File: src/rtl/csw_bus_ctrl.sv
module csw_bus_ctrl #(
  parameter int AW  = 16,
  parameter int DW  = 16,
  parameter int NCS = 8
) (
  input  logic                   clk,
  input  logic                   rst_n,
  input  logic                   cpu_req,
  input  logic [AW-1:0]          cpu_addr,
  input  logic                   cpu_we,
  input  logic [DW-1:0]          cpu_wdata,
  output logic [DW-1:0]          cpu_rdata,
  output logic                   cpu_done,
  output logic                   cpu_err,
  input  logic                   cfg_we,
  input  logic                   cfg_sel,
  input  logic [$clog2(NCS)-1:0] cfg_idx,
  input  logic [16+AW-1:0]       cfg_wdata,
  output logic [NCS-1:0]         bus_cs_n,
  output logic                   bus_oe_n,
  output logic                   bus_we_n,
  output logic [AW-1:0]          bus_addr,
  output logic [DW-1:0]          bus_wdata,
  input  logic [DW-1:0]          bus_rdata,
  input  logic                   bus_ta_n
);
  localparam int IW  = $clog2(NCS);
  localparam int FLD = 16;
  localparam int WCW = 4;

  typedef enum logic [1:0] {ST_IDLE, ST_ACC, ST_DONE} st_t;

  logic [AW-1:0]  base_a  [NCS];
  logic [AW-1:0]  mask_a  [NCS];
  logic [WCW-1:0] wait_a  [NCS];
  logic           vld_a   [NCS];
  logic           ext_a   [NCS];
  logic           setup_a [NCS];

  st_t           st;
  logic [WCW:0]  cnt;
  logic          ext_q, we_q;
  logic          hit;
  logic [IW-1:0] hit_idx;
  logic          fin;
  logic          in_acc;
  wire           unused_cfg = ^cfg_wdata[FLD-1:6];

  always_ff @(posedge clk or negedge rst_n) begin
    if (!rst_n) begin
      for (int i = 0; i < NCS; i++) begin
        base_a[i]  <= '0;
        mask_a[i]  <= '0;
        wait_a[i]  <= '0;
        vld_a[i]   <= 1'b0;
        ext_a[i]   <= 1'b0;
        setup_a[i] <= 1'b0;
      end
    end else if (cfg_we) begin
      if (!cfg_sel) begin
        base_a[cfg_idx] <= cfg_wdata[FLD +: AW];
        vld_a[cfg_idx]  <= cfg_wdata[0];
      end else begin
        mask_a[cfg_idx]  <= cfg_wdata[FLD +: AW];
        wait_a[cfg_idx]  <= cfg_wdata[WCW-1:0];
        ext_a[cfg_idx]   <= cfg_wdata[4];
        setup_a[cfg_idx] <= cfg_wdata[5];
      end
    end
  end

  always_comb begin
    hit     = 1'b0;
    hit_idx = '0;
    for (int i = NCS - 1; i >= 0; i--) begin
      if (vld_a[i] && ((cpu_addr & mask_a[i]) == (base_a[i] & mask_a[i]))) begin
        hit     = 1'b1;
        hit_idx = IW'(i);
      end
    end
  end

  assign fin    = ext_q ? !bus_ta_n : (cnt == '0);
  assign in_acc = (st == ST_ACC);

  always_ff @(posedge clk or negedge rst_n) begin
    if (!rst_n) begin
      st        <= ST_IDLE;
      cnt       <= '0;
      ext_q     <= 1'b0;
      we_q      <= 1'b0;
      bus_cs_n  <= '1;
      bus_oe_n  <= 1'b1;
      bus_we_n  <= 1'b1;
      bus_addr  <= '0;
      bus_wdata <= '0;
      cpu_rdata <= '0;
      cpu_done  <= 1'b0;
      cpu_err   <= 1'b0;
    end else begin
      case (st)
        ST_IDLE: begin
          cpu_done <= 1'b0;
          cpu_err  <= 1'b0;
          if (cpu_req) begin
            if (hit) begin
              st        <= ST_ACC;
              bus_cs_n  <= ~(NCS'(1) << hit_idx);
              bus_addr  <= cpu_addr;
              bus_wdata <= cpu_wdata;
              we_q      <= cpu_we;
              ext_q     <= ext_a[hit_idx];
              cnt       <= {1'b0, wait_a[hit_idx]} + 1'b1;
              bus_oe_n  <= setup_a[hit_idx] | cpu_we;
              bus_we_n  <= setup_a[hit_idx] | ~cpu_we;
            end else begin
              st       <= ST_DONE;
              cpu_done <= 1'b1;
              cpu_err  <= 1'b1;
            end
          end
        end
        ST_ACC: begin
          if (fin) begin
            st        <= ST_DONE;
            bus_cs_n  <= '1;
            bus_oe_n  <= 1'b1;
            bus_we_n  <= 1'b1;
            cpu_rdata <= bus_rdata;
            cpu_done  <= 1'b1;
            cpu_err   <= 1'b0;
          end else begin
            cnt      <= cnt - 1'b1;
            bus_oe_n <= we_q;
            bus_we_n <= ~we_q;
          end
        end
        default: begin
          st       <= ST_IDLE;
          cpu_done <= 1'b0;
          cpu_err  <= 1'b0;
        end
      endcase
    end
  end
endmodule

File: config.mk
export PLATFORM = sky130hd
export DESIGN_NAME = csw_bus_ctrl
export DESIGN_NICKNAME = d
export VERILOG_FILES = /design/src/rtl/csw_bus_ctrl.sv
export SDC_FILE = /design/constraint.sdc
export NUM_CORES = 1
export LEC_CHECK = 0
export CORE_AREA = 2 2 209 211
export CTS_BUF_LIST = sky130_fd_sc_hd__clkbuf_16
export CTS_CLUSTER_DIAMETER = 40
export CTS_CLUSTER_SIZE = 40
export DETAILED_ROUTE_END_ITERATION = 12
export DIE_AREA = 0 0 211 213
export MAX_ROUTING_LAYER = met4
export REMOVE_ABC_BUFFERS = 1
export SLEW_MARGIN = 5
export SYNTH_ARGS = -nofsm -noshare
export SYNTH_HDL_FRONTEND = slang
export SYNTH_SLANG_ARGS = --single-unit
File: constraint.sdc
create_clock -name clk -period 3.2 [get_ports clk]
set_clock_uncertainty 0.05 [all_clocks]
set_input_delay 0.8 -clock clk [delete_from_list [all_inputs] [get_ports clk]]
set_output_delay 0.8 -clock clk [all_outputs]
set_load 0.03 [all_outputs]
**Word-level counts from Yosys, hierarchy flattened**

Cells that the tools add are included.

- Add/sub/neg operators: 2
- Multipliers: 0
- Div/mod/pow operators: 0
- Magnitude comparators: 3
- Eq/ne operators: 13
- Shift operators: 1
- Mux-type cells: 64
- Bitwise gates (word level): 24
- Reductions and logical operators: 21

Operators by type and width:

| kind | count |
|---|---|
| $and A16 B16 Y16 | 16 |
| $bwmux W128 | 2 |
| $eq A16 B16 Y1 | 8 |
| $demux W16 S3 | 1 |
| $bwmux W32 | 1 |
| $bwmux W8 | 3 |
| $mux W1 | 24 |
| $mux W3 | 8 |
| $mux W8 | 3 |
| $mux W16 | 1 |
| $pmux W8 S2 | 1 |
| $mux W5 | 3 |
| $bmux W4 S3 | 1 |
| $demux W4 S3 | 1 |
| $mux W4 | 3 |
| $pmux W5 S2 | 1 |
| $logic_and A1 B1 Y1 | 9 |
| $ge A4 B4 Y1 const B | 2 |
| $ne A2 B2 Y1 const B | 4 |
| $not A3 Y4 | 2 |
| $not A8 Y8 | 1 |
| $pmux W1 S2 | 4 |
| $reduce_and A2 Y1 | 4 |
| $reduce_and A4 Y1 | 2 |
| 16 further kinds | 23 |

- Register bits: 381
- Latch bits: 0
- Bits in writable memories: 0
- ROM bits: 0
- Bits of input ports: 90
- Memories: 0

**Logic depth before layout (Yosys ltp)**

- Depth after elaboration: 19
- Depth in mapped cells: 17

**Worst setup path before layout**

Ideal clock, no wire load.

- Path kind: in2reg
- Start: input cpu_addr[0]
- End: register cnt[4]
- Library setup time: 0.120 ns
- Data arrival time: 3.425 ns
- Data required time: 3.030 ns
- Path slack: -0.395 ns
- Stages: 12
- Buffers on the path: 2
- Cell sequence: buf_6 > xor2_1 > a22oi_1 > nand4_1 > nor3_1 > o211ai_1 > a21oi_2 > buf_4 > mux2_2 > ha_1 > and3_1 > a31o_2

- Longest elaborated chain between the ends: 19

RTL lines:

| what | line | source |
|---|---|---|
| from (decl) | 9 | `input logic [AW-1:0] cpu_addr,` |
| $and A16 B16 Y16 | 76 | `if (vld_a[i] && ((cpu_addr & mask_a[i]) == (base_a[i] & mask_a[i]))) begin` |
| $eq A16 B16 Y1 | 76 |  |
| $logic_and A1 B1 Y1 | 76 |  |
| $mux W3 (8 in series) | 76 |  |
| $not A3 Y4 (implied by the code) | 113 | `cnt <= {1'b0, wait_a[hit_idx]} + 1'b1;` |
| $bmux W4 S3 | 113 |  |
| $mux W4 (implied by the code) (2 in series) | 113 |  |
| $add A4 B1 Y5 | 113 |  |
| $mux W5 | 106 | `if (hit) begin` |
| $mux W5 | 105 | `if (cpu_req) begin` |
| $pmux W5 S2 | 101 | `case (st)` |
| to (signal assigned) | 113 |  |
| to (signal assigned) | 133 | `cnt <= cnt - 1'b1;` |
| to (decl) | 41 | `logic [WCW:0] cnt;` |

Several ways; a longest one is shown, not always the timed one. The select of a mux whose other input is x is not followed.
A chain may end at the register's enable or synchronous reset.

**Worst setup path in the final report**

- Start: input cpu_addr[5]
- End: register cnt[2]

Same word-level chain as after synthesis.

==> flow_summary.toml <==
[status]
status = "complete, but fails checks"
violations = "negative setup slack"

[critical_path]
worstPathArrival_ps = 3740
start_kind = "input pin"
r2r_setup_slack_ps = -100
crit_cells = 17
endpoint_kind = "register"
worst-path-buf-inv = 6
worstReg2RegEnd = "cnt[2]"
crit_chain = "buf_6 > buf_6 > xor2_1 > a22oi_1 > buf_4 > nand4_1 > nor3_1 > buf_4 > o211ai_1 > buf_4 > a41o_1 > a222oi_1 > o211a_1 > ha_4 > buf_6 > xnor2_2 > o21ai_1"
cp_data_required_time_ps = 3620
cp_max_fo = 4
crit_slowest_cell = "a222oi_1"
r2r-start = "base_a[21]"
reg2reg_depth = 15
critical-path-top-delay-family = "compound AO/OA/AOI/OAI gates"
slowest_delay_ps = 390
crit_type = "input pin to register"
crit_end = "cnt[2]"
crit_start = "cpu_addr[5]"

[clock_tree]
root_buffer = "clkbuf_16"
cts.clk_slew.worst_paths_ps = 50
clk_path_buf_depth = 3
cts_tree = "done"
cts_max_level = 2
cts_inserted_buffers = 55
cts_hold_buf = 0
cts.sinks = 381
insertion_delay_ps = 600

[flow_run]
maxCapViolCount = 0

[synthesis]
synthCells = 1223
async_flop_share_pct = 100
avgSynthCellArea_sq_um = 13.8
ys.flop_type = "dfrtp_1"
yosysWarnings = 0
synth-edff-count = 0
synth_seq_cells = 381
synth_area_sq_um = 16900
synth.distinct_cells = 56
ys_seq_area_share_pct = 56.4

[sta]
fmax_ghz = 0.301
grt_setup_unrepaired = "yes"
slew_viol_final = 0
setup_viol = 4
tightestPinTransition_ps = 933
hold_viol = 0
timing.final.crit_share_pct = 104
setup_slack_ps = -126
min_period_ps = 3330
relSlewSlack_pct = 37.6

[finish]
layout.nets = 1581
final_util_pct = 52.2
layout-drive-gt1-share_pct = 45.4
final_common_cell = "dfrtp_1"
n_antenna_cell = 0
area_growth_pct = 31.7
final_cell_area_sq_um = 22300
final_cell_mix = "dfrtp_1, mux2_2, xor2_1, clkdlybuf4s50_1, buf_4"

[grt]
antenna_found_initial = 0
grtUsageTotal_pct = 20.4
overflow = 0
first_global_vias = 11459
grt_first_pass_wirelength_mm = 68.1
grt_max_degree = 69

[placement]
io_buffers = 139
gp_congestion = 0.830
post_dp_cell_area_sq_um = 19700
dp_hpwl_mm = 27.6

[route]
drt_iter0_drc = 554
viasPerCell = 5.24
firstDrtPassIters = 4
post_drt_wl_per_cell_um = 21.0
wl_mm = 43.7
vias = 10895
antenna_left = 0
drc = 0

[floorplan]
die_y_um = 213
die_w_um = 211
start_util_pct = 39.6
coreArea_sq_um = 42700
io_pins = 150
dieArea_sq_um = 44900
num_rows = 76

[pwr]
ir_drop_uv = 415
leakagePower_uw = 0.00982
cellPowerDensity_nw_per_um2 = 843

[hold_path]
hp-class = "input pin to asynchronous set/reset pin"
[cell usage after synthesis (7+ instances only)]
cell type / instances / share of area, %
nor2_1: 24 / 0.53
dfrtp_1: 371 / 55
a21oi_1: 14 / 0.41
buf_6: 8 / 0.53
inv_1: 10 / 0.22
buf_4: 10 / 0.44
o21ai_0: 7 / 0.21
dfstp_2: 10 / 1.6
nor3_1: 12 / 0.35
a22oi_1: 56 / 2.5
mux2i_1: 23 / 1.4
nand2_1: 45 / 1.0
nand4_1: 17 / 0.63
xor2_1: 128 / 6.6
clkbuf_1: 44 / 0.98
mux2_2: 363 / 24
[per-stage QoR]
| stage | power [uW] | instances | hold WS [ps] | setup slack (ps) | setup TNS [ps] |
|---|---|---|---|---|---|
| final | 18800 | 2081 | 140 | -126 | -402 |
| after global routing | 19700 | 2081 | 141 | -300 | -1230 |
| after CTS | 18900 | 2078 | 120 | -78.8 | -208 |
| after detailed placement | 12200 | 1942 | 436 | -1360 | -42020 |
| after global placement | 12100 | 1942 | 413 | -1320 | -40030 |
| after floorplan | 9990 | 1150 | 421 | -1830 | -52910 |
[final cells by class]
cell class	instances	area, sq um
timing repair buffer	281	2790
fill	3638	20400
inverter	10	37.5
multi-input combinational	759	7280
sequential	381	9550
clock buffer	56	1400
clock inverter	48	543
tap	546	683
[power by group]
part / switching (uW) / internal (uW) / total [uW]
Clock: 2510 / 3790 / 6300
Combinational: 2630 / 2870 / 5510
Sequential: 771 / 6200 / 6970
[state kept, by name, indices dropped and copies added, names as in the netlist, 5 cells and up]
register and cells:
base_a 128, bus_addr 16, bus_cs_n 8, bus_wdata 16
cnt 5, cpu_rdata 16, ext_a 8, mask_a 128
setup_a 8, vld_a 8, wait_a 32
[metal layers]
metal  vias to the layer above  part of all wire [%]  GRT usage, %
li1                       4936                     -             -
met1                      5650                    46          26.8
met2                       231                    47          32.8
met3                        78                   4.3          3.62
met4                         0                   2.5          5.56
met5                         -                     0             -
[how the worst min path moves through the flow]
stage / from / end / slack, ps / depth (start not counted)
after floorplan: ext_a[6] / ext_a[6] / 420 / 1
after global placement: cpu_err / cpu_err / 410 / 2
after detailed placement: cpu_err / cpu_err / 440 / 2
after CTS: rst_n / cpu_rdata[8] / 120 / 1
after global routing: rst_n / cpu_rdata[8] / 140 / 1
final: rst_n / cpu_rdata[8] / 140 / 1
[kinds of logic after synthesis]
logic type / share of synthesized area [%]
compound gates: 4.51
xor+xnor: 6.68
fa+ha+maj: 0.222
buf+inv: 2.46
flops: 56.4
mux: 25.7
simple gates: 4.05
[timing repair]
| action | 4_1_cts | 5_1_grt |
|---|---|---|
| endpoints found under the setup margin | 40 | 8 |
| pin swaps | 60 | 24 |
| gates cloned | 4 | 0 |
| resized for setup | 119 | 22 |
| buffers inserted | 31 | 6 |
Power figures use the tool's default switching activity.
